**src/rtl/cond_flag_pkg.sv**
```systemverilog
package cond_flag_pkg;

  typedef struct packed {
    logic neg;
    logic zero;
    logic carry;
    logic ovf;
  } flag_set_t;

  typedef enum logic [3:0] {
    CC_ZS  = 4'd0,
    CC_ZC  = 4'd1,
    CC_CS  = 4'd2,
    CC_CC  = 4'd3,
    CC_NS  = 4'd4,
    CC_NC  = 4'd5,
    CC_VS  = 4'd6,
    CC_VC  = 4'd7,
    CC_UGT = 4'd8,
    CC_ULE = 4'd9,
    CC_SGE = 4'd10,
    CC_SLT = 4'd11,
    CC_SGT = 4'd12,
    CC_SLE = 4'd13,
    CC_ALW = 4'd14,
    CC_NEV = 4'd15
  } cond_sel_t;

endpackage

```
**src/rtl/cond_flag_gen.sv**
```systemverilog
module cond_flag_gen
  import cond_flag_pkg::*;
#(
  parameter int W = 32
) (
  input  logic [W-1:0] a_i,
  input  logic [W-1:0] b_i,
  input  logic [W-1:0] r_i,
  input  logic         sub_i,
  output flag_set_t    f_o
);
  localparam int MSB = W - 1;

  logic sa, sb, sr;
  logic [1:0] top_sum;
  logic c_add, c_sub, v_add, v_sub;

  always_comb begin
    sa = a_i[MSB];
    sb = b_i[MSB];
    sr = r_i[MSB];
    top_sum = {1'b0, sa} + {1'b0, sb};
    c_add = top_sum > {1'b0, sr};
    c_sub = a_i >= b_i;
    v_add = ~(sa ^ sb) & (sa ^ sr) & (sb ^ sr);
    v_sub = (sa ^ sb) & (sa ^ sr);
    f_o.neg   = sr;
    f_o.zero  = ~|r_i;
    f_o.carry = sub_i ? c_sub : c_add;
    f_o.ovf   = sub_i ? v_sub : v_add;
  end
endmodule

```
**src/rtl/cond_eval.sv**
```systemverilog
module cond_eval
  import cond_flag_pkg::*;
(
  input  flag_set_t  cur_i,
  input  logic [3:0] code_i,
  output logic       pass_o
);
  logic sign_ok;

  always_comb begin
    sign_ok = (cur_i.neg == cur_i.ovf);
    unique case (cond_sel_t'(code_i))
      CC_ZS:  pass_o = cur_i.zero;
      CC_ZC:  pass_o = ~cur_i.zero;
      CC_CS:  pass_o = cur_i.carry;
      CC_CC:  pass_o = ~cur_i.carry;
      CC_NS:  pass_o = cur_i.neg;
      CC_NC:  pass_o = ~cur_i.neg;
      CC_VS:  pass_o = cur_i.ovf;
      CC_VC:  pass_o = ~cur_i.ovf;
      CC_UGT: pass_o = cur_i.carry & ~cur_i.zero;
      CC_ULE: pass_o = ~cur_i.carry | cur_i.zero;
      CC_SGE: pass_o = sign_ok;
      CC_SLT: pass_o = ~sign_ok;
      CC_SGT: pass_o = ~cur_i.zero & sign_ok;
      CC_SLE: pass_o = cur_i.zero | ~sign_ok;
      CC_ALW: pass_o = 1'b1;
      default: pass_o = 1'b0;
    endcase
  end
endmodule

```
**src/rtl/cond_flag_unit.sv**
```systemverilog
module cond_flag_unit
  import cond_flag_pkg::*;
#(
  parameter int W = 32
) (
  input  logic [W-1:0] op_a,
  input  logic [W-1:0] op_b,
  input  logic [W-1:0] res_in,
  input  logic         sub_sel,
  input  logic [3:0]   flags_in,
  input  logic [3:0]   cond_code,
  output logic [3:0]   flags_out,
  output logic         exec_en
);
  flag_set_t new_f;
  flag_set_t cur_f;

  assign cur_f = flag_set_t'(flags_in);

  cond_flag_gen #(.W(W)) u_gen (
    .a_i  (op_a),
    .b_i  (op_b),
    .r_i  (res_in),
    .sub_i(sub_sel),
    .f_o  (new_f)
  );

  cond_eval u_eval (
    .cur_i (cur_f),
    .code_i(cond_code),
    .pass_o(exec_en)
  );

  assign flags_out = new_f;
endmodule

```
**config.mk**
```make
export PLATFORM = sky130hd
export DESIGN_NAME = cond_flag_unit
export DESIGN_NICKNAME = d
export VERILOG_FILES = /design/src/rtl/cond_flag_pkg.sv /design/src/rtl/cond_flag_gen.sv /design/src/rtl/cond_eval.sv /design/src/rtl/cond_flag_unit.sv
export SDC_FILE = /design/constraint.sdc
export NUM_CORES = 1
export LEC_CHECK = 0
export ABC_CLOCK_PERIOD_IN_PS = 1800
export BUFFER_PORTS_ARGS = -buffer_cell sky130_fd_sc_hd__buf_4
export CAP_MARGIN = 20
export CORE_MARGIN = 4
export CORE_UTILIZATION = 34
export DETAILED_ROUTE_END_ITERATION = 10
export PLACE_DENSITY_LB_ADDON = 0.25
export SLEW_MARGIN = 5
export SYNTH_ARGS = -nofsm -noshare
export SYNTH_HDL_FRONTEND = slang
export SYNTH_SLANG_ARGS = --single-unit
```
**constraint.sdc**
```tcl
create_clock -name vclk -period 1.8
set_input_delay 0.18 -clock vclk [all_inputs]
set_output_delay 0.18 -clock vclk [all_outputs]
set_load 0.01 [all_outputs]
```
# Yosys cells after proc, flatten, opt, wreduce, memory -nomap -nowiden

Cells that the tools add are included.

Register bits: 0
Output and inout port bits: 5

$add $sub $neg: 1
Order comparisons: 2
Equal/unequal tests: 15
Multiplexer cells: 3
Bitwise logic cells: 16
Reduce and logical (&&, ||, !) cells: 3

Operators with widths:

| operator                                             | count |
|---|---|
| greater-or-equal comparator 32 bit                   | 1 |
| OR reduction 32 bit                                  | 1 |
| equality test 4 bit (second input constant)          | 7 |
| equality test 4 x 3 -> 1 bit (second input constant) | 4 |
| one-hot mux 1 bit (15 select lines)                  | 1 |
| equality test 4 x 2 -> 1 bit (second input constant) | 2 |
| NOT 1 bit                                            | 6 |
| bitwise AND 1 bit                                    | 5 |
| equality test 4 x 1 -> 1 bit (second input constant) | 1 |
| zero test 4 bit                                      | 1 |
| bitwise XOR 1 bit                                    | 3 |
| adder 1 x 1 -> 2 bit                                 | 1 |
| > comparator 2 x 1 -> 1 bit                          | 1 |
| 2-to-1 mux 1 bit                                     | 2 |
| OR 1 bit                                             | 2 |
| equality test 1 bit                                  | 1 |
| zero test 1 bit                                      | 1 |

# Depth between registers and ports, before layout

Gate-level depths: netlist (run 1).

Word-level depth: 5
Depth in mapped cells: 8

# Cells and area by module

From an unflattened synthesis (run 1), not the netlist that was laid out.

Cell total of the unflattened synthesis: 165
Area, all modules: 1184.9 um^2

Modules (own cells, without submodules):

| module        | instances | cells each | area each (um^2) | seq. area each (um^2) |
|---|---|---|---|---|
| cond_flag_gen | 1         | 137        | 991.0            | 0.0 |
| cond_eval     | 1         | 28         | 193.9            | 0.0 |

# Least setup slack after synthesis (run 1)

No wires, ideal clock.

Path type: input to output
Start point: in op_a[0]
End point: out flags_out[1]
Data arrival time: 1.565 ns
Path slack: 0.055 ns
Stages: 8
Buffers on the path: 0
Path through: inv_1 -> ha_1 -> nand2b_4 -> a2111oi_2 -> nor4_1 -> a211o_1 -> a31oi_1 -> o21ai_1

Word-level cells in the longest chain between the ends: 2

RTL lines:

| what                               | RTL line             | text |
|---|---|---|
| start, declared                    | cond_flag_unit.sv:6  | `input logic [W-1:0] op_a,` |
| greater-or-equal comparator 32 bit | cond_flag_gen.sv:24  | `c_sub = a_i >= b_i;` |
| 2-to-1 mux 1 bit                   | cond_flag_gen.sv:29  | `f_o.carry = sub_i ? c_sub : c_add;` |
| end, declared                      | cond_flag_unit.sv:12 | `output logic [3:0] flags_out,` |

No other way between the ends.

# Worst setup path in the final report (run 1)

Ends and elaborated chain as after synthesis.

==> flow_summary.html, run 1 <==
<table>
<tr><th>Metric</th><th>Value</th></tr>
<tr><th colspan="2">GRT</th></tr>
<tr><td>Gr ovfl total</td><td>0</td></tr>
<tr><td>Met2 layer usage reported by global route</td><td>between 30% and 40%</td></tr>
<tr><td>Most used routing layer in global routing</td><td>met2</td></tr>
<tr><td>Number of antenna violations at the first check in global routing</td><td>0</td></tr>
<tr><td>Via count of the first global-routing pass</td><td>around 1,500</td></tr>
<tr><td>Global-route wire length before repair</td><td>around 5800 um</td></tr>
<tr><td>Met1 capacity usage during global routing</td><td>approximately 16%</td></tr>
<tr><td>GR met3 Demand/Resource</td><td>around 5.4%</td></tr>
<tr><td>Maximum number of pins on one net before global-route repair</td><td>9</td></tr>
<tr><td>Combined global-route utilization of all metal layers</td><td>roughly 17%</td></tr>
<tr><th colspan="2">Floorplan</th></tr>
<tr><td>DIE HEIGHT</td><td>~65 um</td></tr>
<tr><td>Initial core utilization</td><td>35.6%</td></tr>
<tr><td>Die W</td><td>64.5 um</td></tr>
<tr><td>Std-Cell Core Area</td><td>3050 um^2</td></tr>
<tr><td>Standard-cell rows</td><td>20</td></tr>
<tr><td>Die ar.</td><td>around 4200 um^2</td></tr>
<tr><td>Number of placed I/O pins</td><td>110</td></tr>
<tr><th colspan="2">Logic synthesis</th></tr>
<tr><td>Most area-hungry cell type in the Yosys netlist</td><td>ha_1</td></tr>
<tr><td>Mapped Area</td><td>about 1100 um^2</td></tr>
<tr><td>Fraction of the mapped netlist area in adder cells</td><td>38.7%</td></tr>
<tr><td>Synth Area in Simple Gates</td><td>approximately a quarter</td></tr>
<tr><td>Top area cells in the synthesized netlist</td><td>ha_1 (37%), inv_1 (12%), a21oi_1 (6.0%)</td></tr>
<tr><td>Mapped Avg Cell Area</td><td>between 6 and 7 um^2</td></tr>
<tr><td>Combinational family with the most area after synthesis</td><td>adder cells</td></tr>
<tr><td>XOR/XNOR Fraction of Synth Area</td><td>~1.6%</td></tr>
<tr><td>Leading cell type by number of instances after synthesis</td><td>inv_1</td></tr>
<tr><td>Number of library cell types mapped by synthesis</td><td>33</td></tr>
<tr><td>Total number of yosys warnings</td><td>0</td></tr>
<tr><td>Share of cell area taken by muxes after synthesis</td><td>less than 1%</td></tr>
<tr><td>Post-synth net total</td><td>about 300</td></tr>
<tr><td>Cell count after synthesis</td><td>160</td></tr>
<tr><td>Commonest cells post-synth</td><td>inv_1 (35), ha_1 (32), nand2_1 (14), a21oi_1 (13)</td></tr>
<tr><td>Sequential-to-total area share from yosys stat</td><td>0%</td></tr>
<tr><td>Complex-gate fraction of the synthesized area</td><td>~20%</td></tr>
<tr><td>Post-synth top area share</td><td>36.9%</td></tr>
<tr><th colspan="2">Power</th></tr>
<tr><td>Power per cell area</td><td>211 nW/um^2</td></tr>
<tr><td>Maximum ir drop on the vdd rail</td><td>between 100 and 150 uV</td></tr>
<tr><td>Leakage Power</td><td>between 1 and 1.5 nW</td></tr>
<tr><th colspan="2">Drt</th></tr>
<tr><td>Total iterations of the first detailed-routing run</td><td>4</td></tr>
<tr><td>Violation count after the first detailed-route iteration</td><td>29</td></tr>
<tr><td>Drt via density</td><td>between 4 and 5</td></tr>
<tr><td>Post-DRT Antenna Nets</td><td>0</td></tr>
<tr><td>Final routed DRC violation total</td><td>0</td></tr>
<tr><td>Via Count</td><td>between 1,500 and 2,000</td></tr>
<tr><td>Post-detailed-route wirelength per cell</td><td>11.7 um</td></tr>
<tr><td>Final wirelength</td><td>between 3000 and 4000 um</td></tr>
<tr><th colspan="2">STA</th></tr>
<tr><td>Hold Vio Cnt, Final</td><td>0</td></tr>
<tr><td>Maximum clock rate</td><td>544 MHz</td></tr>
<tr><td>Slew Viols, Final</td><td>0</td></tr>
<tr><td>Time the worst path needs with I/O delays and setup</td><td>1840 ps</td></tr>
<tr><td>Unrepaired setup endpoints after global routing</td><td>true</td></tr>
<tr><td>Actual transition at the worst max-transition pin</td><td>~250 ps</td></tr>
<tr><td>Part of the cycle the worst path needs</td><td>102%</td></tr>
<tr><td>Max-Slew Margin vs Limit</td><td>between 80% and 90%</td></tr>
<tr><td>Number of failing setup endpoints in the final timing report</td><td>1</td></tr>
<tr><td>Final WS setup</td><td>-36.7 ps</td></tr>
<tr><th colspan="2">Min path</th></tr>
<tr><td>Instance count along the most critical hold path</td><td>2</td></tr>
<tr><td>Kind of path behind the tightest hold check</td><td>in -&gt; out</td></tr>
<tr><th colspan="2">Run</th></tr>
<tr><td>Max cap viols</td><td>0</td></tr>
<tr><th colspan="2">Cells and area</th></tr>
<tr><td>Relative area change from synthesis to final layout</td><td>85.6%</td></tr>
<tr><td>Sequential cell area in the final layout</td><td>0 um^2</td></tr>
<tr><td>Number of sequential cells</td><td>0</td></tr>
<tr><td>Layout clock buffers</td><td>0</td></tr>
<tr><td>Cell area after layout</td><td>about 2000 um^2</td></tr>
<tr><td>Antenna diode instance count</td><td>0</td></tr>
<tr><td>Filler Cell Count</td><td>308</td></tr>
<tr><td>Layout Nets</td><td>approximately 400</td></tr>
<tr><td>Proportion of layout cells with a drive suffix above 1</td><td>approximately 44%</td></tr>
<tr><td>Filler-free cell count of the finished design</td><td>312</td></tr>
<tr><th colspan="2">Outcome</th></tr>
<tr><td>Violated checks</td><td>negative setup slack</td></tr>
<tr><td>Outcome</td><td>finished, violations left</td></tr>
<tr><th colspan="2">Placed design</th></tr>
<tr><td>Number of input and output port buffers inserted</td><td>110</td></tr>
<tr><td>Detailed-placement wirelength estimate</td><td>3270 um</td></tr>
<tr><td>Final weighted congestion in routability-driven placement</td><td>approximately 0.75</td></tr>
<tr><td>Placement-stage cell area</td><td>around 2000 um^2</td></tr>
<tr><td>Placed cell count</td><td>~310</td></tr>
<tr><th colspan="2">CTS</th></tr>
<tr><td>Post-CTS Setup Bufs</td><td>0</td></tr>
<tr><th colspan="2">Worst setup path</th></tr>
<tr><td>Critical Path AT</td><td>about 1700 ps</td></tr>
<tr><td>Required time at the endpoint of the critical path</td><td>roughly 1600 ps</td></tr>
<tr><td>Kind of start point of the critical path</td><td>input pin</td></tr>
<tr><td>Critical-path maximum fanout</td><td>1</td></tr>
<tr><td>Worst Setup Path Type</td><td>in -&gt; out</td></tr>
<tr><td>Crit. End Element</td><td>output pin</td></tr>
</table>
metrics by stage:
step	TNS [ps]	power [mW]	setup slack [ps]	utilization (%)	hold WS [ps]
5_1_grt	-120	0.483	-120	66.0	594
4_1_cts	0	0.425	2.03	66.0	582
3_5_place_dp	-258	0.405	-258	64.1	582
6_report	-36.7	0.425	-36.7	66.0	581
2_1_floorplan	0	0.177	55.5	-	452
3_3_place_gp	-215	0.399	-215	64.1	579
what timing repair did:
item | in CTS | in global routing
setup endpoints to repair | 1 | 1
hold endpoints to repair | 0 | 0
resized for setup | 10 | 0
hold buffers | 0 | 0
pin swaps | 6 | 0
critical path: stages:
cell and delay (ps):
buf_6 90, inv_4 50, ha_4 190, nand2b_4 140, a2111oi_4 290, nor4_1 80
a211o_1 240, a31oi_1 160, o21ai_1 80, buf_4 150
worst paths after layout:
kind | startpoint | to | slack, ps
worst max-delay path | op_a[0] | flags_out[1] | -40
worst min-delay path | res_in[31] | flags_out[3] | 580
cells by family after synthesis:
family	count (synthesis)
compound gates	35
xor+xnor	2
buf+inv	37
mux	1
simple gates	52
fa+ha+maj	33
layout by cell type (no fill, tap or decap), drive strengths merged, types with 2 or more instances in the layout:
cell | netlist | routed
buf | 1 | 110
inv | 35 | 35
ha | 32 | 32
nand2 | 14 | 14
a21oi | 13 | 13
o21ai | 10 | 10
nor4 | 9 | 9
nand4 | 7 | 7
nor2 | 6 | 6
nand3 | 4 | 4
nand2b | 4 | 4
nor3 | 3 | 3
nor2b | 3 | 3
xnor2 | 2 | 2
a21o | 2 | 2
report_power, final:
group	switching, mW	leakage (nW)	internal, mW	total [mW]
logic	0.163	1.14	0.263	0.425
clock network	0	0	0	0
registers	0	0	0	0
layer usage:
layer	wire length, um	share of wire [%]
met3	511	14
met2	1920	52
met5	0	0
met4	37	1.0
met1	1190	33
final cells by class:
class | count | area, um^2 | share of cell area, %
Inverter | 35 | 134 | 6.64
Timing Repair Buffer | 110 | 833 | 41.3
Tap cell | 44 | 55.1 | 2.73
Multi-Input combinational cell | 123 | 993 | 49.3
No activity file was read; power rests on OpenSTA's default activity.
==> run 2: changes to the inputs <==
--- a/config.mk
+++ b/config.mk
@@ -5,7 +5,7 @@
 export SDC_FILE = /design/constraint.sdc
 export NUM_CORES = 1
 export LEC_CHECK = 0
-export ABC_CLOCK_PERIOD_IN_PS = 1800
+export ABC_CLOCK_PERIOD_IN_PS = 1500
 export BUFFER_PORTS_ARGS = -buffer_cell sky130_fd_sc_hd__buf_4
 export CAP_MARGIN = 20
 export CORE_MARGIN = 4
==> constraint.sdc (replaced) <==
create_clock -name vclk -period 1.5
set_input_delay 0.15 -clock vclk [all_inputs]
set_output_delay 0.15 -clock vclk [all_outputs]
set_load 0.01 [all_outputs]
==> run 2 against run 1 <==
The run still ends with negative setup slack left. Final area is 3.7% higher. Largest power group unchanged. Cell count is 2.2% higher. Critical path depth unchanged. Non-clock buffer count rose by 7. Via count unchanged. Core utilization increased by 2.4 points. Hold slack worse by 52 ps. Critical endpoint unchanged. Highest routed layer is now met3. Sequential share of layout area is the same.
==> flow_summary.html, run 2 (synthesis results as in run 1) <==
<table>
<tr><th>Metric</th><th>Value</th></tr>
<tr><th colspan="2">Placed design</th></tr>
<tr><td>Worst setup slack before clock tree synthesis</td><td>-296 ps</td></tr>
<tr><td>Final weighted congestion in routability-driven placement</td><td>a little over 0.7</td></tr>
<tr><td>Number of input and output port buffers inserted</td><td>between 100 and 150</td></tr>
<tr><td>Detailed-placement wirelength estimate</td><td>roughly 3200 um</td></tr>
<tr><td>Placed cell count</td><td>approximately 320</td></tr>
<tr><th colspan="2">Outcome</th></tr>
<tr><td>Violated checks</td><td>negative setup slack</td></tr>
<tr><td>Outcome</td><td>finished, violations left</td></tr>
<tr><th colspan="2">Power</th></tr>
<tr><td>Leakage Power</td><td>1.17 nW</td></tr>
<tr><td>Power consumption</td><td>0.530 mW</td></tr>
<tr><td>Maximum ir drop on the vdd rail</td><td>around 120 uV</td></tr>
<tr><td>Power per cell area</td><td>about 250 nW/um^2</td></tr>
<tr><th colspan="2">Cells and area</th></tr>
<tr><td>Commonest non-fill, non-tap cell in the layout</td><td>buf_4</td></tr>
<tr><td>Most used cells in the layout excluding fill and tap cells</td><td>buf_4 (115), inv_1 (32), ha_1 (28), nand2_1 (14), a21oi_1 (12)</td></tr>
<tr><td>Filler Cell Count</td><td>288</td></tr>
<tr><td>Total area of multi-input combinational cells</td><td>a little over 1000 um^2</td></tr>
<tr><td>Proportion of layout cells with a drive suffix above 1</td><td>46.9%</td></tr>
<tr><td>Layout clock buffers</td><td>0</td></tr>
<tr><td>Number of sequential cells</td><td>0</td></tr>
<tr><td>Final design utilization</td><td>68.4%</td></tr>
<tr><td>Relative area change from synthesis to final layout</td><td>92.4%</td></tr>
<tr><td>Layout Nets</td><td>approximately 420</td></tr>
<tr><td>Sequential cell area in the final layout</td><td>0 um^2</td></tr>
<tr><td>Antenna diode instance count</td><td>0</td></tr>
<tr><td>Filler-free cell count of the finished design</td><td>~320</td></tr>
<tr><th colspan="2">GRT</th></tr>
<tr><td>Gr ovfl total</td><td>0</td></tr>
<tr><td>Number of antenna violations at the first check in global routing</td><td>0</td></tr>
<tr><td>Maximum number of pins on one net before global-route repair</td><td>9</td></tr>
<tr><td>Via count of the first global-routing pass</td><td>about 1,300</td></tr>
<tr><td>Combined global-route utilization of all metal layers</td><td>about 14%</td></tr>
<tr><td>Global-route wire length before repair</td><td>around 5000 um</td></tr>
<tr><th colspan="2">STA</th></tr>
<tr><td>Hold Vio Cnt, Final</td><td>0</td></tr>
<tr><td>Unrepaired setup endpoints after global routing</td><td>true</td></tr>
<tr><td>TNS Setup</td><td>-180 ps</td></tr>
<tr><td>Actual transition at the worst max-transition pin</td><td>253 ps</td></tr>
<tr><td>Maximum clock rate</td><td>just under 600 MHz</td></tr>
<tr><td>Final WS setup</td><td>-180 ps</td></tr>
<tr><td>Max-Slew Margin vs Limit</td><td>between 80% and 90%</td></tr>
<tr><td>Time the worst path needs with I/O delays and setup</td><td>approximately 1700 ps</td></tr>
<tr><td>Number of failing setup endpoints in the final timing report</td><td>1</td></tr>
<tr><td>Slew Viols, Final</td><td>0</td></tr>
<tr><td>Part of the cycle the worst path needs</td><td>112%</td></tr>
<tr><th colspan="2">Worst setup path</th></tr>
<tr><td>Crit. End Element</td><td>output pin</td></tr>
<tr><td>Worst Setup Path Type</td><td>in -&gt; out</td></tr>
<tr><td>Critical Path AT</td><td>1530 ps</td></tr>
<tr><td>Required time at the endpoint of the critical path</td><td>1350 ps</td></tr>
<tr><td>Kind of start point of the critical path</td><td>input pin</td></tr>
<tr><td>Critical-path maximum fanout</td><td>1</td></tr>
<tr><th colspan="2">Floorplan</th></tr>
<tr><td>Std-Cell Core Area</td><td>slightly above 3000 um^2</td></tr>
<tr><td>Initial core utilization</td><td>35.6%</td></tr>
<tr><td>Die W</td><td>roughly 65 um</td></tr>
<tr><td>Standard-cell rows</td><td>20</td></tr>
<tr><td>DIE HEIGHT</td><td>around 65 um</td></tr>
<tr><td>Die ar.</td><td>approximately 4200 um^2</td></tr>
<tr><td>Number of placed I/O pins</td><td>110</td></tr>
<tr><th colspan="2">Drt</th></tr>
<tr><td>Via Count</td><td>around 1,500</td></tr>
<tr><td>Violation count after the first detailed-route iteration</td><td>18</td></tr>
<tr><td>Post-DRT Antenna Nets</td><td>0</td></tr>
<tr><td>Final routed DRC violation total</td><td>0</td></tr>
<tr><td>Total iterations of the first detailed-routing run</td><td>4</td></tr>
<tr><td>Drt via density</td><td>4.73</td></tr>
<tr><td>Final wirelength</td><td>between 3000 and 4000 um</td></tr>
<tr><td>Post-detailed-route wirelength per cell</td><td>~11 um</td></tr>
<tr><th colspan="2">CTS</th></tr>
<tr><td>CTS Hold Buffers Added</td><td>0</td></tr>
<tr><td>Post-CTS Setup Bufs</td><td>0</td></tr>
<tr><th colspan="2">Min path</th></tr>
<tr><td>Kind of path behind the tightest hold check</td><td>in -&gt; out</td></tr>
<tr><td>End point of the most critical hold path</td><td>flags_out[3]</td></tr>
<tr><td>Instance count along the most critical hold path</td><td>2</td></tr>
<tr><td>Min-delay src</td><td>res_in[31]</td></tr>
<tr><th colspan="2">Run</th></tr>
<tr><td>Max cap viols</td><td>0</td></tr>
</table>
[run 2: cell count changes in the layout (fill, tap and decap cells not counted)]
cell	before	now
a21oi_1	13	12
a21oi_2	0	1
ha_4	3	4
buf_4	108	115
inv_1	33	32
nor2b_2	0	1
inv_4	1	2
nor2b_1	3	2
ha_1	29	28
[run 2: power breakdown]
part | total [mW] | internal, mW | switching, mW
Sequential | 0 | 0 | 0
Clock | 0 | 0 | 0
Combinational | 0.530 | 0.334 | 0.196
[run 2: layer usage]
layer,wire [um],part of all wire (%),global-route usage [%]
met1,1270,37,16.1
met2,1750,51,28.1
met3,404,12,3.81
met4,0,0,0
met5,0,0,0
[run 2: timing repair]
item | 4_1_cts | 5_1_grt
setup endpoints to repair | 2 | 2
resized for setup | 10 | 4
cloned | 0 | 0
pin swaps | 0 | 1
[run 2: worst max path at each step]
stage               slack (ps)     from           end  cells after the start
finish                    -180  op_a[0]  flags_out[1]                     10
global route              -240  op_a[0]  flags_out[1]                     10
floorplan                    5  op_a[0]  flags_out[1]                      8
detailed placement        -300  op_b[0]  flags_out[1]                      9
global placement          -290  op_b[0]  flags_out[1]                      9
CTS                       -210  op_a[0]  flags_out[1]                     10
[run 2: worst max-delay path: stages]
cell and delay [ps]:
buf_6 90, inv_4 40, ha_4 180, nand2b_4 140
a2111oi_4 270, nor4_1 80, a211o_1 220, a31oi_1 140
o21ai_1 70, buf_4 140
[run 2: final cells by class]
class | count | share of cell area [%]
Inverter | 35 | 6.53
Multi-Input combinational cell | 123 | 48.4
Tap cell | 44 | 2.63
Timing Repair Buffer | 117 | 42.4
[run 2: stage by stage]
stage / instance area, um^2 / hold slack [ps]
after floorplan: 1100 / 392
after global placement: 2020 / 532
after detailed placement: 2020 / 534
after CTS: 2080 / 535
after global routing: 2090 / 546
final: 2090 / 529
